===== src/rtl/mreg_pkg.sv =====
package mreg_pkg;

  typedef enum logic [1:0] {
    MST_CPU = 2'd0,
    MST_COP = 2'd1,
    MST_DBG = 2'd2,
    MST_AUX = 2'd3
  } master_e;

  // Place one byte on the lane selected by the low address bit.
  function automatic logic [15:0] lane_put(input logic odd, input logic [7:0] b);
    return odd ? {b, 8'h00} : {8'h00, b};
  endfunction

endpackage


===== src/rtl/mreg_match.sv =====
module mreg_match #(
  parameter int              AW    = 10,
  parameter int              N     = 5,
  parameter logic [N*AW-1:0] LIST  = '0
) (
  input  logic [AW-1:0] addr,
  output logic          hit
);

  logic [N-1:0] eq;

  // one comparator per listed byte address
  for (genvar gi = 0; gi < N; gi++) begin : g_cmp
    assign eq[gi] = (addr == LIST[gi*AW +: AW]);
  end

  assign hit = |eq;

endmodule


===== src/rtl/mreg_seq.sv =====
module mreg_seq #(
  parameter int STRETCH = 2
) (
  input  logic clk,
  input  logic rst_n,
  input  logic req,
  input  logic two_ph,
  input  logic mir0,
  input  logic mir1,
  output logic ph,
  output logic p_mir,
  output logic strobe,
  output logic ready
);

  localparam int            CW   = (STRETCH > 1) ? $clog2(STRETCH) : 1;
  localparam logic [CW-1:0] LAST = CW'(STRETCH - 1);

  logic [CW-1:0] cnt_q, cnt_d;
  logic          ph_q, ph_d;

  // next-state
  always_comb begin
    p_mir  = ph_q ? mir1 : mir0;
    strobe = req && (!p_mir || (cnt_q == LAST));
    ready  = strobe && (ph_q == two_ph);
    cnt_d  = cnt_q;
    ph_d   = ph_q;
    if (req) begin
      if (ready) begin
        cnt_d = '0;
        ph_d  = 1'b0;
      end else if (strobe) begin
        cnt_d = '0;
        ph_d  = 1'b1;
      end else begin
        cnt_d = cnt_q + 1'b1;
      end
    end
  end

  // registers
  always_ff @(posedge clk or negedge rst_n) begin
    if (!rst_n) begin
      cnt_q <= '0;
      ph_q  <= 1'b0;
    end else if (req) begin
      cnt_q <= cnt_d;
      ph_q  <= ph_d;
    end
  end

  assign ph = ph_q;

endmodule


===== src/rtl/mreg_route.sv =====
module mreg_route #(
  parameter int AW = 10
) (
  input  logic          clk,
  input  logic          rst_n,
  input  logic          emu_mode,
  input  logic          bus_wr,
  input  logic          bus_word,
  input  logic [AW-1:0] bus_addr,
  input  logic [15:0]   bus_wdata,
  input  logic          mis,
  input  logic          ph,
  input  logic          p_mir,
  input  logic          strobe,
  input  logic          ready,
  output logic [15:0]   bus_rdata,
  output logic          int_en,
  output logic          int_wr,
  output logic [AW-1:0] int_addr,
  output logic [1:0]    int_be,
  output logic [15:0]   int_wdata,
  input  logic [15:0]   int_rdata,
  output logic          emu_en,
  output logic          emu_wr,
  output logic [AW-1:0] emu_addr,
  output logic [1:0]    emu_be,
  output logic [15:0]   emu_wdata,
  input  logic [15:0]   emu_rdata
);

  import mreg_pkg::*;

  logic [AW-1:0] base_lo, base_hi, p_addr;
  logic [1:0]    p_be;
  logic [15:0]   p_wd, src;
  logic          use_ext, lo_en;
  logic [7:0]    lo_q, lo_d;

  assign base_lo = {bus_addr[AW-1:1], 1'b0};
  assign base_hi = {bus_addr[AW-1:1] + 1'b1, 1'b0};

  // per-transfer address, lanes and data
  always_comb begin
    if (mis) begin
      if (!ph) begin
        p_addr = base_lo;
        p_be   = 2'b10;
        p_wd   = lane_put(1'b1, bus_wdata[7:0]);
      end else begin
        p_addr = base_hi;
        p_be   = 2'b01;
        p_wd   = lane_put(1'b0, bus_wdata[15:8]);
      end
    end else if (bus_word) begin
      p_addr = base_lo;
      p_be   = 2'b11;
      p_wd   = bus_wdata;
    end else begin
      p_addr = base_lo;
      p_be   = bus_addr[0] ? 2'b10 : 2'b01;
      p_wd   = lane_put(bus_addr[0], bus_wdata[7:0]);
    end
  end

  // copy selection by mode
  always_comb begin
    use_ext   = emu_mode && p_mir;
    src       = use_ext ? emu_rdata : int_rdata;
    int_en    = strobe && (bus_wr || !use_ext);
    emu_en    = strobe && use_ext;
    int_wr    = bus_wr;
    emu_wr    = bus_wr;
    int_addr  = p_addr;
    emu_addr  = p_addr;
    int_be    = int_en ? p_be : 2'b00;
    emu_be    = emu_en ? p_be : 2'b00;
    int_wdata = p_wd;
    emu_wdata = p_wd;
  end

  // first byte of a split read is held until the second arrives
  always_comb begin
    lo_en = strobe && mis && !ph && !bus_wr;
    lo_d  = lo_en ? src[15:8] : lo_q;
  end

  always_ff @(posedge clk or negedge rst_n) begin
    if (!rst_n) lo_q <= 8'h00;
    else        lo_q <= lo_d;
  end

  // read data assembly
  always_comb begin
    bus_rdata = 16'h0000;
    if (ready && !bus_wr) begin
      if (mis)           bus_rdata = {src[7:0], lo_q};
      else if (bus_word) bus_rdata = src;
      else               bus_rdata = {8'h00, bus_addr[0] ? src[15:8] : src[7:0]};
    end
  end

endmodule


===== src/rtl/mreg_stretch.sv =====
module mreg_stretch #(
  parameter int                  AW       = 10,
  parameter int                  STRETCH  = 2,
  parameter int                  N_MIR    = 5,
  parameter logic [N_MIR*AW-1:0] MIR_LIST = {10'h039, 10'h036, 10'h032, 10'h031, 10'h030}
) (
  input  logic          clk,
  input  logic          rst_n,
  input  logic          emu_mode,
  input  logic          bus_req,
  input  logic [1:0]    bus_master,
  input  logic          bus_wr,
  input  logic          bus_word,
  input  logic [AW-1:0] bus_addr,
  input  logic [15:0]   bus_wdata,
  output logic [15:0]   bus_rdata,
  output logic          bus_ready,
  output logic          cpu_halt,
  output logic          int_en,
  output logic          int_wr,
  output logic [AW-1:0] int_addr,
  output logic [1:0]    int_be,
  output logic [15:0]   int_wdata,
  input  logic [15:0]   int_rdata,
  output logic          emu_en,
  output logic          emu_wr,
  output logic [AW-1:0] emu_addr,
  output logic [1:0]    emu_be,
  output logic [15:0]   emu_wdata,
  input  logic [15:0]   emu_rdata
);

  import mreg_pkg::*;

  logic [AW-1:0] addr_nx;
  logic          hit_lo, hit_hi;
  logic          mis, mir0, mir1, any_mir;
  logic          ph, p_mir, strobe;

  assign addr_nx = bus_addr + 1'b1;

  mreg_match #(.AW(AW), .N(N_MIR), .LIST(MIR_LIST)) u_match_lo (
    .addr (bus_addr),
    .hit  (hit_lo)
  );

  mreg_match #(.AW(AW), .N(N_MIR), .LIST(MIR_LIST)) u_match_hi (
    .addr (addr_nx),
    .hit  (hit_hi)
  );

  // classify the access
  always_comb begin
    mis     = bus_word && bus_addr[0];
    mir0    = (bus_word && !bus_addr[0]) ? (hit_lo || hit_hi) : hit_lo;
    mir1    = hit_hi;
    any_mir = mir0 || (mis && mir1);
  end

  mreg_seq #(.STRETCH(STRETCH)) u_seq (
    .clk    (clk),
    .rst_n  (rst_n),
    .req    (bus_req),
    .two_ph (mis),
    .mir0   (mir0),
    .mir1   (mir1),
    .ph     (ph),
    .p_mir  (p_mir),
    .strobe (strobe),
    .ready  (bus_ready)
  );

  mreg_route #(.AW(AW)) u_route (
    .clk       (clk),
    .rst_n     (rst_n),
    .emu_mode  (emu_mode),
    .bus_wr    (bus_wr),
    .bus_word  (bus_word),
    .bus_addr  (bus_addr),
    .bus_wdata (bus_wdata),
    .mis       (mis),
    .ph        (ph),
    .p_mir     (p_mir),
    .strobe    (strobe),
    .ready     (bus_ready),
    .bus_rdata (bus_rdata),
    .int_en    (int_en),
    .int_wr    (int_wr),
    .int_addr  (int_addr),
    .int_be    (int_be),
    .int_wdata (int_wdata),
    .int_rdata (int_rdata),
    .emu_en    (emu_en),
    .emu_wr    (emu_wr),
    .emu_addr  (emu_addr),
    .emu_be    (emu_be),
    .emu_wdata (emu_wdata),
    .emu_rdata (emu_rdata)
  );

  // halt the CPU for non-CPU accesses to mirrored bytes
  assign cpu_halt = bus_req && (bus_master != MST_CPU) && any_mir;

endmodule


===== config.mk =====
export PLATFORM = sky130hd
export DESIGN_NAME = mreg_stretch
export DESIGN_NICKNAME = d
export VERILOG_FILES = /design/src/rtl/mreg_pkg.sv /design/src/rtl/mreg_match.sv /design/src/rtl/mreg_seq.sv /design/src/rtl/mreg_route.sv /design/src/rtl/mreg_stretch.sv
export SDC_FILE = /design/constraint.sdc
export NUM_CORES = 1
export LEC_CHECK = 0
export ABC_CLOCK_PERIOD_IN_PS = 3880
export BUFFER_PORTS_ARGS = -buffer_cell sky130_fd_sc_hd__buf_2
export CORE_ASPECT_RATIO = 0.9
export CORE_MARGIN = 2
export CORE_UTILIZATION = 43
export DETAILED_ROUTE_END_ITERATION = 7
export PLACE_DENSITY = 0.92
export SYNTH_ARGS = -nofsm -noshare
export SYNTH_HDL_FRONTEND = slang
export SYNTH_SLANG_ARGS = --single-unit

===== constraint.sdc =====
create_clock -name clk -period 3.88 [get_ports clk]
set_input_delay 0.776 -clock clk [delete_from_list [all_inputs] [get_ports clk]]
set_output_delay 0.776 -clock clk [all_outputs]
set_load 0.05 [all_outputs]

==> results of run 1 <==
==> worst paths after layout <==
path | slack (ns) | to | start
setup / recovery | 0.10 | bus_rdata[14] | bus_addr[1]
hold / removal | 0.39 | u_seq.ph$_DFFE_PN0P_ | rst_n
setup reg to reg | 1.77 | u_route.lo_q[1]$_DFFE_PN0P_ | u_seq.ph$_DFFE_PN0P_
hold reg to reg | 0.48 | u_route.lo_q[6]$_DFFE_PN0P_ | u_route.lo_q[6]$_DFFE_PN0P_
max in group asynchronous | 3.30 | u_seq.cnt_q$_DFFE_PN0P_ | rst_n
min in group clk | 0.48 | u_route.lo_q[6]$_DFFE_PN0P_ | u_route.lo_q[6]$_DFFE_PN0P_
==> state kept, by name, indices dropped and copies added (netlist names) <==
| register | cells |
|---|---|
| u_route.lo_q | 8 |
| u_seq.ph | 1 |
| u_seq.cnt_q | 1 |
==> cell type report <==
cell class / count / area (sq um) / share of cell area (%)
inverter: 22 / 82.58 / 3.034
multi-input combinational: 211 / 1455 / 53.47
clock buffer: 4 / 55.05 / 2.023
sequential: 10 / 250.2 / 9.195
antenna: 1 / 2.502 / 0.09195
tap: 62 / 77.57 / 2.851
timing repair buffer: 150 / 798.3 / 29.33
==> logic make-up after synthesis <==
group / share of synthesized area, %
other cells: 0.1808
buf+inv: 20.63
xor+xnor: 5.066
flops: 12.06
simple gates: 21.23
fa+ha+maj: 0.6030
compound gates: 30.94
mux: 9.288
==> worst max-delay path, cell delays in order <==
cell and delay, ns:
buf_2 0.15, ha_1 0.21, and2_2 0.22, a41o_1 0.21
nand2_1 0.12, a41oi_4 0.27, o211a_4 0.25, nand2_1 0.20
o22ai_1 0.30, clkbuf_4 0.30
==> per-layer routing <==
| metal | GRT usage (%) | vias to the layer above | share of wire (%) |
|---|---|---|---|
| met5 | 0 | - | 0 |
| met4 | 8.135 | 0 | 3.7 |
| met2 | 41.55 | 246 | 49 |
| met1 | 30.36 | 1250 | 35 |
| met3 | 4.910 | 33 | 13 |
| li1 | - | 1244 | - |
==> cell usage after synthesis, drive strengths merged (3+ instances only) <==
library cell   n
o21ai         21
a311oi         8
o22ai         17
dfrtp         10
nor4           9
clkbuf         6
a211o          9
nor2          26
a21oi         12
and2           3
a22o           8
inv           22
and3           5
nand2b         3
xnor2         11
nand4          5
nand3          7
nand2         26
mux2i         17
buf           44
==> report_power, final <==
| part | total (uW) | switching, uW | internal (uW) |
|---|---|---|---|
| clock | 135 | 45.4 | 89.6 |
| sequential | 197 | 44.7 | 152 |
| combinational | 655 | 476 | 180 |
| total | 987 | 566 | 421 |
==> stage by stage <==
step | hold slack (ns) | setup TNS (ns)
2_1_floorplan | 0.4501 | -0.008461
5_1_grt | 0.4068 | -0.00008571
4_1_cts | 0.3962 | 0
6_report | 0.3869 | 0
3_5_place_dp | 0.4815 | 0
3_3_place_gp | 0.4664 | 0
==> what timing repair did <==
action,in CTS,in global routing
resized for setup,0,20
setup endpoints to repair,0,16
setup buffers,0,1
==> impl_metrics.py, run 1 <==
metrics = {
    "status": {
        "status": "complete, no violations",
    },
    "placed_design": {
        "place.gp.congestion": 1.067,
        "dpl-instance-area_sq_um": 2589,
        "dp_hpwl_um": 5354,
        "placedCellCount": 453,
        "preCtsSetupSlack_ns": 0.1100,
        "port_buffers": 141,
    },
    "worst_setup_path": {
        "cp.required_ns": 3.10,
        "crit_type": "input pin to output port",
        "reg2reg_depth": 5,
        "worstSetupEndpointType": "output port",
        "cp-start-kind": "input pin",
        "cp_max_fo": 8,
        "cp_data_arrival_time_ns": 3.00,
    },
    "drt": {
        "wl_um": 7341,
        "dr.pass1.iters": 5,
        "drt.antenna.violating_nets": 0,
        "drtIter0Drc": 202,
        "via_count": 2773,
        "viasPerCell": 6.028,
        "drc_errors": 0,
        "wl_per_cell_um": 15.96,
    },
    "synthesis": {
        "syn_inst": 291,
        "syn_avg_cell_area_sq_um": 7.129,
        "synth_ff_type": "dfrtp_1",
        "yosysWarnings": 0,
        "synth_edf_count": 0,
        "netlist_area_sq_um": 2074,
        "synthTopCellsByArea": "dfrtp_1 (12%), buf_4 (12%), mux2i_1 (8.2%)",
        "synth-async-reset-ratio_pct": 100.0,
        "yosys.area.top_type": "dfrtp_1",
        "synth_seq_cells": 10,
        "synth_top_area_share_pct": 12.06,
        "synth_cell_type_count": 49,
        "ys_seq_area_share_pct": 12.06,
    },
    "power_and_ir_drop": {
        "power_uw": 987.4,
        "power_density_nw_per_um2": 362.8,
        "leakagePower_uw": 0.001540,
        "vdd_drop_max_mv": 0.2384,
    },
    "flow_run": {
        "cap_violations": 0,
    },
    "die": {
        "coreArea_sq_um": 4547,
        "die_x_um": 77.22,
        "initial_core_util_pct": 45.62,
        "die_h_um": 69.90,
        "dieArea_sq_um": 5397,
        "ioPinCount": 144,
        "row_count": 23,
    },
    "cts": {
        "cts_buffers": 3,
        "clockBufferDepth": 2,
        "clock_sinks": 10,
        "cts.clk_slew.worst_paths_ns": 0.05,
        "cts_tree": "built",
        "holdBufCountCts": 0,
        "insertion_delay_ns": 0.24,
        "root_buffer": "clkbuf_8",
        "ctsHtreeMaxLevel": 1,
    },
    "global_route": {
        "grtUsageTotal_pct": 24.29,
        "antenna_found_initial": 1,
        "grt_pass1_vias": 2410,
        "grt_pass1_wl_um": 11110,
        "gr-total-overflow": 0,
        "grt_start_max_net_pins": 32,
    },
    "timing": {
        "fin_crit_ns": 3.775,
        "slew_headroom_pct": 50.57,
        "setup_viol": 0,
        "hold_violations": 0,
        "fmax_mhz": 264.9,
        "maxSlewViolCount": 0,
        "post-route-period-util_pct": 97.30,
        "tightest_slew_ns": 0.7399,
        "fin_skew_ns": 0.005286,
        "layout_setup_ws_ns": 0.1047,
    },
    "worst_hold_path": {
        "hp-class": "input pin to async pin",
    },
    "final_layout": {
        "final_cell_mix": "buf_2 (131), nor2_1 (26), nand2_1 (25), inv_1 (22), o21ai_0 (18)",
        "nNetsFinal": 465,
        "area_growth_pct": 31.18,
        "final_common_cell": "buf_2",
        "n_fill_cell": 390,
        "drive_above_1_share_pct": 43.32,
        "post-route-util_pct": 59.85,
        "final_area_sq_um": 2721,
        "layout.cells.non_filler": 460,
    },
}
Power figures use the tool's default switching activity.
==> run 2, diff against run 1 <==
--- a/config.mk
+++ b/config.mk
@@ -8,7 +8,7 @@
 export ABC_CLOCK_PERIOD_IN_PS = 3880
 export BUFFER_PORTS_ARGS = -buffer_cell sky130_fd_sc_hd__buf_2
 export CORE_ASPECT_RATIO = 0.9
-export CORE_MARGIN = 2
+export CORE_MARGIN = 3
 export CORE_UTILIZATION = 43
 export DETAILED_ROUTE_END_ITERATION = 7
 export PLACE_DENSITY = 0.92
==> impl_metrics.py, run 2 (synthesis gave the netlist of run 1 again) <==
metrics = {
    "final_layout": {
        "top_register": "u_route.lo_q",
        "nNetsFinal": 465,
        "largest_reg_flops": 8,
        "num_antenna_cells": 0,
        "area_growth_pct": 31.36,
        "final_common_cell": "buf_2",
        "final_area_sq_um": 2725,
        "drive_above_1_share_pct": 43.07,
        "multi_input_area_sq_um": 1429,
        "regArea_sq_um": 250.2,
        "layout.cells.non_filler": 459,
        "final_cell_mix": "buf_2 (131), nor2_1 (26), nand2_1 (25), inv_1 (22), o21ai_0 (18)",
        "n_fill_cell": 415,
    },
    "power_and_ir_drop": {
        "p_sw_uw": 552.7,
        "swShare_pct": 56.84,
        "leakagePower_uw": 0.001537,
        "pwr-share-seq_pct": 19.9,
        "power_density_nw_per_um2": 356.8,
        "p_clk_share_pct": 13.9,
        "vdd_drop_max_mv": 0.1825,
        "internal-power_uw": 419.6,
        "p_comb_share_pct": 66.2,
    },
    "drt": {
        "drt.antenna.violating_nets": 0,
        "wl_per_cell_um": 15.84,
        "drtIter0Drc": 196,
        "via_count": 2636,
        "wl_um": 7270,
        "viasPerCell": 5.743,
        "drc_errors": 0,
        "dr.pass1.iters": 5,
    },
    "global_route": {
        "gr-total-overflow": 0,
        "grt_pass1_vias": 2326,
        "antenna_found_initial": 0,
        "grtUsageTotal_pct": 24.04,
        "grt_pass1_wl_um": 11180,
        "grt_start_max_net_pins": 32,
    },
    "worst_setup_path": {
        "cp_data_arrival_time_ns": 3.02,
        "startpoint": "bus_addr[2]",
        "rrSetupSlack_ns": 1.82,
        "worstReg2RegStart": "u_seq.ph$_DFFE_PN0P_",
        "reg2reg_depth": 6,
        "r2r-end": "u_route.lo_q[6]$_DFFE_PN0P_",
        "cp.required_ns": 3.10,
        "cp_max_fo": 8,
        "worstSetupEndpointType": "output port",
        "crit_type": "input pin to output port",
        "cp-start-kind": "input pin",
        "crit_end": "bus_rdata[15]",
    },
    "timing": {
        "fin_setup_tns_ns": 0,
        "post-route-period-util_pct": 97.90,
        "fin_skew_ns": 0.002628,
        "maxSlewViolCount": 0,
        "fin_crit_ns": 3.799,
        "tightest_slew_ns": 0.7643,
        "rsz0062_at_grt": "yes",
        "fmax_mhz": 263.3,
        "setup_viol": 0,
        "hold_violations": 0,
        "slew_headroom_pct": 48.94,
    },
    "placed_design": {
        "place.gp.congestion": 0.9864,
        "dp_hpwl_um": 5660,
        "placedCellCount": 451,
        "dpl-instance-area_sq_um": 2586,
        "port_buffers": 141,
    },
    "cts": {
        "cts_buffers": 3,
        "ctsHtreeMaxLevel": 1,
        "cts.clk_slew.worst_paths_ns": 0.05,
        "clockBufferDepth": 2,
        "cts_tree": "built",
        "insertion_delay_ns": 0.24,
        "root_buffer": "clkbuf_8",
        "clock_sinks": 10,
        "holdBufCountCts": 0,
    },
    "die": {
        "row_count": 23,
        "initial_core_util_pct": 45.62,
        "die_h_um": 71.90,
        "coreArea_sq_um": 4547,
        "die_x_um": 79.22,
        "ioPinCount": 144,
        "dieArea_sq_um": 5695,
    },
    "worst_hold_path": {
        "hp-class": "input pin to async pin",
    },
    "status": {
        "status": "complete, no violations",
    },
    "flow_run": {
        "cap_violations": 0,
    },
}
==> run 2: through the flow <==
stage	hold slack [ns]	utilization (%)	power, uW	setup slack, ns
finish	0.3874	59.93	972.3	0.08134
global route	0.3985	59.93	1029	-0.05857
CTS	0.3932	58.09	959.2	0.05681
detailed placement	0.4760	56.88	822.5	0.09076
global placement	0.4658	56.88	811.6	0.1885
floorplan	0.4501	-	702.9	-0.008461
==> run 2: worst min path at each step <==
stage	start	slack, ns	endpoint	cells after the start
floorplan	u_route.lo_q[0]$_DFFE_PN0P_	0.45	u_route.lo_q[0]$_DFFE_PN0P_	2
global placement	u_route.lo_q[3]$_DFFE_PN0P_	0.47	u_route.lo_q[3]$_DFFE_PN0P_	2
CTS	rst_n	0.39	u_seq.ph$_DFFE_PN0P_	1
detailed placement	u_route.lo_q[4]$_DFFE_PN0P_	0.48	u_route.lo_q[4]$_DFFE_PN0P_	2
global route	rst_n	0.40	u_seq.ph$_DFFE_PN0P_	1
finish	rst_n	0.39	u_seq.ph$_DFFE_PN0P_	1
==> run 2: timing repair <==
action | in CTS | in global routing
buffers inserted | 0 | 4
setup endpoints to repair | 0 | 16
gates resized for setup | 0 | 16
==> run 2: power groups by stage <==
stage / registers (uW) / clock network, uW / logic (uW)
floorplan: 171 / 0 / 532
global placement: 192 / 0 / 619
detailed placement: 191 / 0 / 632
CTS: 192 / 135 / 633
global route: 202 / 142 / 686
finish: 194 / 135 / 644
==> run 2: layer usage <==
metal | GRT usage, % | vias to the layer above | part of all wire [%]
li1 | - | 1238 | -
met1 | 31.27 | 1192 | 38
met2 | 41.31 | 187 | 50
met3 | 3.846 | 19 | 10
met4 | 6.870 | 0 | 2.2
met5 | 0 | - | 0
==> run 2: worst max-delay path: stages <==
cell	delay [ns]
buf_2	0.15
ha_1	0.20
and2_1	0.26
a41o_1	0.25
nand2_1	0.13
a41oi_4	0.22
o211a_1	0.28
nand2_1	0.24
o22ai_1	0.25
clkbuf_4	0.26
==> run 2: area by class of cell <==
type	count	area share, %
Multi-Input combinational cell	210	52.43
Clock buffer	4	2.020
Inverter	22	3.030
Timing Repair Buffer	151	30.49
Sequential cell	10	9.183
Tap cell	62	2.847
==> run 3, diff against run 2 <==
--- a/config.mk
+++ b/config.mk
@@ -7,7 +7,7 @@
 export LEC_CHECK = 0
 export ABC_CLOCK_PERIOD_IN_PS = 3880
 export BUFFER_PORTS_ARGS = -buffer_cell sky130_fd_sc_hd__buf_2
-export CORE_ASPECT_RATIO = 0.9
+export CORE_ASPECT_RATIO = 0.5
 export CORE_MARGIN = 3
 export CORE_UTILIZATION = 43
 export DETAILED_ROUTE_END_ITERATION = 7
==> impl_metrics.py, run 3 (synthesis gave the netlist of run 1 again) <==
metrics = {
    "final_layout": {
        "final_area_sq_um": 2705,
        "largest_reg_flops": 8,
        "drive_above_1_share_pct": 43.15,
        "final_cell_mix": "buf_2 (134), nor2_1 (26), nand2_1 (24), inv_1 (22), o21ai_0 (18)",
        "multi_input_area_sq_um": 1460,
        "layout.cells.non_filler": 460,
        "num_antenna_cells": 0,
        "regArea_sq_um": 250.2,
        "final_common_cell": "buf_2",
        "area_growth_pct": 30.40,
        "top_register": "u_route.lo_q",
        "n_fill_cell": 417,
        "nNetsFinal": 463,
    },
    "global_route": {
        "antenna_found_initial": 0,
        "grt_pass1_vias": 2067,
        "gr-total-overflow": 0,
        "grtUsageTotal_pct": 19.97,
        "grt_start_max_net_pins": 32,
        "grt_pass1_wl_um": 9508,
    },
    "worst_setup_path": {
        "r2r-end": "u_route.lo_q[3]$_DFFE_PN0P_",
        "cp-start-kind": "input pin",
        "crit_family": "compound AO/OA/AOI/OAI gates",
        "worstReg2RegStart": "u_seq.ph$_DFFE_PN0P_",
        "crit_type": "input pin to output port",
        "path_depth": 11,
        "worstSetupEndpointType": "output port",
        "cp.required_ns": 3.10,
        "critical_path.cell_chain": "buf_2 -> ha_1 -> and2_1 -> a41o_1 -> a22oi_1 -> and4b_1 -> buf_12 -> nor4_1 -> a211o_1 -> o22ai_1 -> buf_2",
        "crit_top_cell": "buf_2",
        "crit_path_top_delay_cell": "a211o_1",
        "cp.buffers_inverters": 3,
        "rrSetupSlack_ns": 1.86,
        "reg2reg_depth": 5,
        "slowest_delay_ns": 0.29,
        "cp_max_fo": 16,
        "cp_data_arrival_time_ns": 2.95,
    },
    "power_and_ir_drop": {
        "internal-power_uw": 399.7,
        "leakagePower_uw": 0.001521,
        "p_sw_uw": 537.7,
        "swShare_pct": 57.36,
        "pwr-share-seq_pct": 20.6,
        "p_comb_share_pct": 68.5,
        "p_clk_share_pct": 10.9,
        "vdd_drop_max_mv": 0.1621,
        "power_density_nw_per_um2": 346.5,
    },
    "status": {
        "status": "complete, no violations",
    },
    "drt": {
        "dr.pass1.iters": 4,
        "wl_um": 6540,
        "drtIter0Drc": 100,
        "wl_per_cell_um": 14.22,
        "drt.antenna.violating_nets": 0,
        "drc_errors": 0,
        "via_count": 2504,
        "viasPerCell": 5.443,
    },
    "cts": {
        "cts.clk_slew.worst_paths_ns": 0.04,
        "clock_sinks": 10,
        "cts_buffers": 3,
        "clockBufferDepth": 2,
        "cts_tree": "built",
        "insertion_delay_ns": 0.23,
        "root_buffer": "clkbuf_8",
        "holdBufCountCts": 0,
        "ctsHtreeMaxLevel": 1,
    },
    "die": {
        "coreArea_sq_um": 4531,
        "row_count": 17,
        "ioPinCount": 144,
        "initial_core_util_pct": 45.79,
        "die_h_um": 55.12,
        "dieArea_sq_um": 5745,
        "die_x_um": 104.2,
    },
    "placed_design": {
        "dp_hpwl_um": 5159,
        "dpl-instance-area_sq_um": 2599,
        "place.gp.congestion": 0.8948,
        "placedCellCount": 456,
        "port_buffers": 141,
        "preCtsSetupSlack_ns": 0.1335,
    },
    "timing": {
        "holdWs_ns": 0.3992,
        "post-route-period-util_pct": 96.12,
        "slew_headroom_pct": 58.47,
        "layout_setup_ws_ns": 0.1504,
        "fin_crit_ns": 3.730,
        "fin_skew_ns": 0.001872,
        "fmax_mhz": 268.1,
        "hold_violations": 0,
        "setup_viol": 0,
        "tightest_slew_ns": 0.6230,
        "maxSlewViolCount": 0,
    },
    "worst_hold_path": {
        "hp-class": "input pin to async pin",
    },
    "flow_run": {
        "cap_violations": 0,
    },
}
[run 3: cell type report]
class | count | area share, %
Sequential cell | 10 | 9.251
Tap cell | 66 | 3.053
Timing Repair Buffer | 148 | 29.14
Multi-Input combinational cell | 211 | 53.98
Clock buffer | 3 | 1.526
Inverter | 22 | 3.053
[run 3: power by group through the flow]
stage | registers [uW] | clock network [uW] | logic [uW]
after floorplan | 171 | 0 | 532
after global routing | 198 | 109 | 687
after global placement | 192 | 0 | 620
after detailed placement | 192 | 0 | 632
final | 193 | 102 | 642
after CTS | 192 | 104 | 631
[run 3: per-layer routing]
| layer | vias to the layer above | GRT usage (%) | routed length [um] |
|---|---|---|---|
| li1 | 1233 | - | - |
| met1 | 1141 | 24.67 | 2785 |
| met2 | 122 | 37.96 | 3145 |
| met4 | 0 | 4.194 | 64 |
| met3 | 8 | 3.592 | 545 |
| met5 | - | 0 | 0 |
[run 3: timing repair]
item | in CTS | in global routing
gates resized for setup | 0 | 16
setup endpoints to repair | 0 | 16
hold endpoints to repair | 0 | 0
buffers inserted | 0 | 0
[run 3: worst max path at each step]
stage | start | slack [ns] | endpoint
floorplan | bus_addr[1] | -0.008 | bus_rdata[14]
finish | bus_addr[1] | 0.15 | bus_rdata[1]
global route | bus_addr[1] | -0.005 | bus_rdata[15]
detailed placement | bus_addr[2] | 0.13 | bus_rdata[3]
global placement | bus_addr[1] | 0.16 | bus_rdata[3]
CTS | bus_addr[2] | 0.12 | bus_rdata[3]
[run 3: through the flow]
step	setup TNS [ns]	utilization, %	power, uW
CTS	0	58.27	927.6
floorplan	-0.008461	-	702.9
detailed placement	0	57.36	823.7
global placement	0	57.36	811.8
finish	0	59.71	937.4
global route	-0.004510	59.71	994.2
